File: src/rtl/vlq_pkg.sv
// Package: shared widths and the threshold code table for the lock qualifier.
// Assumes the largest programmable count (100000) fits in CNT_W bits.
package vlq_pkg;
    localparam int CODE_W = 3;
    localparam int CNT_W  = 17;

    // Map a 3-bit threshold code to its line count.
    function automatic logic [CNT_W-1:0] code_to_lines(input logic [CODE_W-1:0] code);
        logic [CNT_W-1:0] n;
        case (code)
            3'd0:    n = CNT_W'(1);
            3'd1:    n = CNT_W'(2);
            3'd2:    n = CNT_W'(5);
            3'd3:    n = CNT_W'(10);
            3'd4:    n = CNT_W'(100);
            3'd5:    n = CNT_W'(500);
            3'd6:    n = CNT_W'(1000);
            default: n = CNT_W'(100000);
        endcase
        return n;
    endfunction
endpackage

File: src/rtl/vlq_cfg_reg.sv
// Module: configuration register of the qualifier.
// Holds the enter and leave codes, the source select and the subcarrier requirement.
// Assumes a write takes effect from the next clock edge.
module vlq_cfg_reg #(
    parameter logic [7:0] RESET_VAL = 8'h90
) (
    input  logic                      clk,
    input  logic                      rst_n,
    input  logic                      we,
    input  logic [7:0]                wdata,
    output logic [vlq_pkg::CODE_W-1:0] enter_code,
    output logic [vlq_pkg::CODE_W-1:0] leave_code,
    output logic                      src_fast,
    output logic                      sc_req
);
    logic [7:0] reg_q;

    // Store the configuration byte.
    always_ff @(posedge clk) begin
        if (!rst_n)  reg_q <= RESET_VAL;
        else if (we) reg_q <= wdata;
    end

    // Split the byte into its fields.
    always_comb begin
        sc_req     = reg_q[0];
        src_fast   = reg_q[1];
        enter_code = reg_q[4:2];
        leave_code = reg_q[7:5];
    end
endmodule

File: src/rtl/vlq_cond.sv
// Module: forms the per-line lock condition from the raw indications.
// Purely combinational. The caller samples it only on the line strobe.
module vlq_cond (
    input  logic hwin_raw,
    input  logic frun_raw,
    input  logic sc_lock,
    input  logic src_fast,
    input  logic sc_req,
    output logic cond_ok
);
    // Pick the raw source, then add the optional subcarrier term.
    always_comb begin
        cond_ok = (src_fast ? hwin_raw : frun_raw) & (sc_lock | ~sc_req);
    end
endmodule

File: src/rtl/vlq_hyst.sv
// Module: line-counted hysteresis state machine.
// Counts consecutive strobes whose condition points away from the current state.
// The flag toggles when that run reaches the active threshold.
// Assumes the thresholds are at least 1 and fit in CNT_W bits.
module vlq_hyst #(
    parameter int CNT_W = vlq_pkg::CNT_W
) (
    input  logic             clk,
    input  logic             rst_n,
    input  logic             line_stb,
    input  logic             cond_ok,
    input  logic [CNT_W-1:0] thr_enter,
    input  logic [CNT_W-1:0] thr_leave,
    output logic             lock_q,
    output logic             lock_chg
);
    logic [CNT_W-1:0] cnt_q;
    logic [CNT_W:0]   cnt_inc;
    logic [CNT_W-1:0] thr;
    logic             toward;

    // Select the threshold and the direction that counts for the current state.
    always_comb begin
        thr     = lock_q ? thr_leave : thr_enter;
        toward  = lock_q ? ~cond_ok  : cond_ok;
        cnt_inc = {1'b0, cnt_q} + 1'b1;
    end

    // Advance, restart or complete the run on each strobe.
    always_ff @(posedge clk) begin
        if (!rst_n) begin
            cnt_q    <= '0;
            lock_q   <= 1'b0;
            lock_chg <= 1'b0;
        end else begin
            lock_chg <= 1'b0;
            if (line_stb) begin
                if (!toward) begin
                    cnt_q <= '0;
                end else if (cnt_inc >= {1'b0, thr}) begin
                    cnt_q    <= '0;
                    lock_q   <= ~lock_q;
                    lock_chg <= 1'b1;
                end else begin
                    cnt_q <= cnt_inc[CNT_W-1:0];
                end
            end
        end
    end
endmodule

File: src/rtl/vlq_top.sv
// Module: video line lock qualifier top.
// Ties together the configuration register, the condition select and the hysteresis counter.
// Assumes line_stb is high for one clock per video line, or on every clock for back-to-back lines.
module vlq_top (
    input  logic       clk,
    input  logic       rst_n,
    input  logic       line_stb,
    input  logic       hwin_raw,
    input  logic       frun_raw,
    input  logic       sc_lock,
    input  logic       cfg_we,
    input  logic [7:0] cfg_wdata,
    output logic       lock_q,
    output logic       lock_chg
);
    import vlq_pkg::*;

    logic [CODE_W-1:0] enter_code, leave_code;
    logic              src_fast, sc_req, cond_ok;
    logic [CNT_W-1:0]  thr_enter, thr_leave;

    vlq_cfg_reg u_cfg (
        .clk(clk), .rst_n(rst_n), .we(cfg_we), .wdata(cfg_wdata),
        .enter_code(enter_code), .leave_code(leave_code),
        .src_fast(src_fast), .sc_req(sc_req)
    );

    vlq_cond u_cond (
        .hwin_raw(hwin_raw), .frun_raw(frun_raw), .sc_lock(sc_lock),
        .src_fast(src_fast), .sc_req(sc_req), .cond_ok(cond_ok)
    );

    // Decode both threshold codes through the shared table.
    always_comb begin
        thr_enter = code_to_lines(enter_code);
        thr_leave = code_to_lines(leave_code);
    end

    vlq_hyst #(.CNT_W(CNT_W)) u_hyst (
        .clk(clk), .rst_n(rst_n), .line_stb(line_stb), .cond_ok(cond_ok),
        .thr_enter(thr_enter), .thr_leave(thr_leave),
        .lock_q(lock_q), .lock_chg(lock_chg)
    );
endmodule

File: config.mk
export PLATFORM = sky130hd
export DESIGN_NAME = vlq_top
export DESIGN_NICKNAME = d
export VERILOG_FILES = /design/src/rtl/vlq_pkg.sv /design/src/rtl/vlq_cfg_reg.sv /design/src/rtl/vlq_cond.sv /design/src/rtl/vlq_hyst.sv /design/src/rtl/vlq_top.sv
export SDC_FILE = /design/constraint.sdc
export NUM_CORES = 1
export LEC_CHECK = 0
export BUFFER_PORTS_ARGS = -buffer_cell sky130_fd_sc_hd__buf_2
export CAP_MARGIN = 20
export CORE_UTILIZATION = 53
export DETAILED_ROUTE_END_ITERATION = 12
export GPL_TIMING_DRIVEN = 0
export PLACE_DENSITY = 0.8
export SKIP_CTS_REPAIR_TIMING = 1
export SLEW_MARGIN = 10
export SYNTH_ARGS = -nofsm -noshare
export SYNTH_HDL_FRONTEND = slang
export SYNTH_SLANG_ARGS = --single-unit
File: constraint.sdc
create_clock -name clk -period 3.2 [get_ports clk]
set_clock_uncertainty 0.2 [all_clocks]
set_input_delay 0.64 -clock clk [delete_from_list [all_inputs] [get_ports clk]]
set_output_delay 0.64 -clock clk [all_outputs]
set_load 0.01 [all_outputs]
==> flow_summary.ini <==
[clocking]
clk_latency_ns = 0.34
cts.sinks = 27
htreeDepth = 1
clockRootBuffer = clkbuf_4
cts_max_path_buffers = 2
cts_tree = built
path_clk_slew_ns = 0.16
cts-buffers-inserted = 3

[place]
numPortBuffers = 14
placed_cells = 280
place_hpwl_um = 2990
place_congestion = 0.826
pre_cts_ws_ns = -0.163

[pwr]
leakage_uw = 0.000912
p_int_uw = 446
vdd_drop_max_mv = 0.220
switching_share_pct = 30.6
power_density_nw_per_um2 = 298
total_power_uw = 643
clkPwrFrac_pct = 24.1
netSwitchingPower_uw = 197
seq_power_share_pct = 55.6
combPwrFrac_pct = 20.3

[worst_setup_path]
slowest_delay_ns = 0.45
critPathArrivalTime_ns = 3.08
crit_path_frequent_cell = o21ai_1
cp_max_fo = 7
end_kind = flop
start_kind = flop
timing.critical_path.buf_inv = 0
cp.required_ns = 3.29
crit_family = compound AO/OA/AOI/OAI gates
path_class = flop to flop
path_cells = ha_2 -> nand4_1 -> xnor2_1 -> ha_1 -> nand2_1 -> o21ai_1 -> o21bai_1 -> o311a_1 -> o221ai_2 -> or4b_1 -> o21ai_1
critPathSlowestCell = or4b_1

[die]
die_h_um = 61.6
io_pins = 17
initial_utilization_pct = 56.0
placementRows = 21
die_x_um = 61.6
die_area_sq_um = 3790
design.core.area_sq_um = 3360

[synth]
synth_edf_count = 0
syn-num-nets = 249
netlist-cell-type-count = 48
yosys_most_used_dff = dfxtp_1
ys_ff_latch = 27
syn-cell-area_sq_um = 1880
synthArstFlopShare_pct = 0
ys_seq_area_share_pct = 28.7
syn_inst = 220
synth_warnings = 0
syn_area_per_cell_sq_um = 8.55

[sta]
period_minus_slack_ns = 2.99
setup_viol = 0
hold_violations = 0
slew_viol_final = 0
finalWorstSetupSlack_ns = 0.209
rsz0062_at_grt = false
worst_slew_pin_slew_ns = 0.588
slew_headroom_pct = 60.8
fin_tns_setup_ns = 0
fin_crit_sh_pct = 93.5
fmax_mhz = 334

[global_route]
antenna_found_initial = 0
grt_max_degree = 16
grt.overflow.total = 0
grt_pass1_vias = 1423
grtUsageTotal_pct = 22.6
grt_pass1_wl_um = 6310

[route]
m1WireLength_um = 1860
vias = 1795
wl_met3_um = 240
drtAntennaViolNets = 0
wl_met2_um = 2120
via_per_inst = 6.30
drc = 0
firstDrtPassIters = 4
top_layer_used = met4
wl_per_cell_um = 15.0
drt_iter0_drc = 161
totalWireLength_um = 4260

[final_layout]
layoutNonFillerInstCount = 285
nets = 269
area_delta_synth_final_pct = 14.8
drive_above_1_share_pct = 22.2
fillCellCount = 300
num_antenna_cells = 0
utilization_pct = 64.2
layout_common_cells = nand2_1 (19), dfxtp_1 (19), buf_2 (17)

[flow_run]
cap_violations = 0

[outcome]
outcome = complete, no violations

[min_path]
hold_path.class = primary input to flop
[metal layers]
metal	GRT usage, %	vias to the layer above
met5	0	-
met4	5.71	0
met3	3.78	6
met2	38.9	60
met1	29.2	865
li1	-	864
[through the flow]
step | area, sq um | hold WS (ns)
floorplan | 1880 | 0.252
global placement | 2010 | 0.265
detailed placement | 2010 | 0.284
CTS | 2040 | 0.299
global route | 2160 | 0.292
finish | 2160 | 0.307
[power by group through the flow]
stage               Combinational (uW)  Clock, uW  Sequential [uW]
floorplan                         98.9          0              359
finish                             131        155              358
CTS                                133        161              353
global route                       146        169              360
global placement                   129          0              360
detailed placement                 133          0              360
[area by class of cell]
class	instances	area, sq um	area share (%)
plain buffers	13	63.8	2.95
clock buffers	3	22.5	1.04
flip-flops and latches	27	566	26.2
clock inverters	1	5.00	0.232
multi-input cells	171	1320	61.1
repair buffers	19	108	4.98
well taps	46	57.6	2.67
inverters	5	18.8	0.869
[sequential cells by signal (all words and copies together), names as in the netlist]
signal	count
u_hyst.cnt_q	17
u_cfg.reg_q	8
u_hyst.lock_chg	1
u_hyst.lock_q	1
[worst paths after layout]
check        cells past startpoint                to  slack, ns       startpoint
min reg2reg                      2    u_cfg.reg_q[0]       0.32   u_cfg.reg_q[0]
max                             11  u_hyst.cnt_q[14]       0.21  u_hyst.cnt_q[0]
max reg2reg                     11  u_hyst.cnt_q[14]       0.21  u_hyst.cnt_q[0]
min                              3    u_cfg.reg_q[7]       0.31     cfg_wdata[7]
[worst register-to-register path, delay by kind of cell (launching register included)]
kind	cells	cell delay [ns]
XOR/XNOR	1	0.29
flip-flops	1	0.42
adder cells (fa/ha/maj)	2	0.54
AO/OA/AOI/OAI	5	0.83
AND/OR/NAND/NOR	3	0.65
[cell usage after synthesis (2+ instances only)]
cell type / count / area share (%)
dfxtp_1: 27 / 29
nor2b_1: 3 / 1.0
a21oi_1: 8 / 2.1
inv_1: 5 / 1.0
o22ai_1: 2 / 0.66
o21ai_1: 2 / 0.53
and3_1: 3 / 1.0
nor2_1: 15 / 3.0
a32o_1: 12 / 6.4
a211oi_1: 2 / 0.80
a31oi_1: 8 / 2.7
mux2i_1: 10 / 5.3
nor3_1: 4 / 1.1
nand3_1: 11 / 2.9
nand2b_1: 3 / 1.0
nand2_1: 19 / 3.8
ha_1: 14 / 9.3
xor2_1: 7 / 3.3
o21a_1: 2 / 0.80
buf_2: 3 / 0.80
o21ai_0: 6 / 1.6
clkbuf_1: 12 / 2.4
nand4_1: 7 / 2.3
xnor2_1: 10 / 4.7
o211ai_1: 2 / 0.80
[cell families (layout without fill, tap and decap cells)]
| family | after synthesis | after routing | share of synthesized area (%) |
|---|---|---|---|
| muxes | 10 | 10 | 5.32 |
| buffers and inverters | 22 | 41 | 4.99 |
| AOI/OAI and AO/OA | 52 | 52 | 20.5 |
| adders and majority gates | 14 | 14 | 9.31 |
| and+or+nand+nor | 78 | 78 | 23.2 |
| xor gates and xnor gates | 17 | 17 | 7.91 |
| DFF | 27 | 27 | 28.7 |
Note: power is estimated with default switching activity, not from simulation.
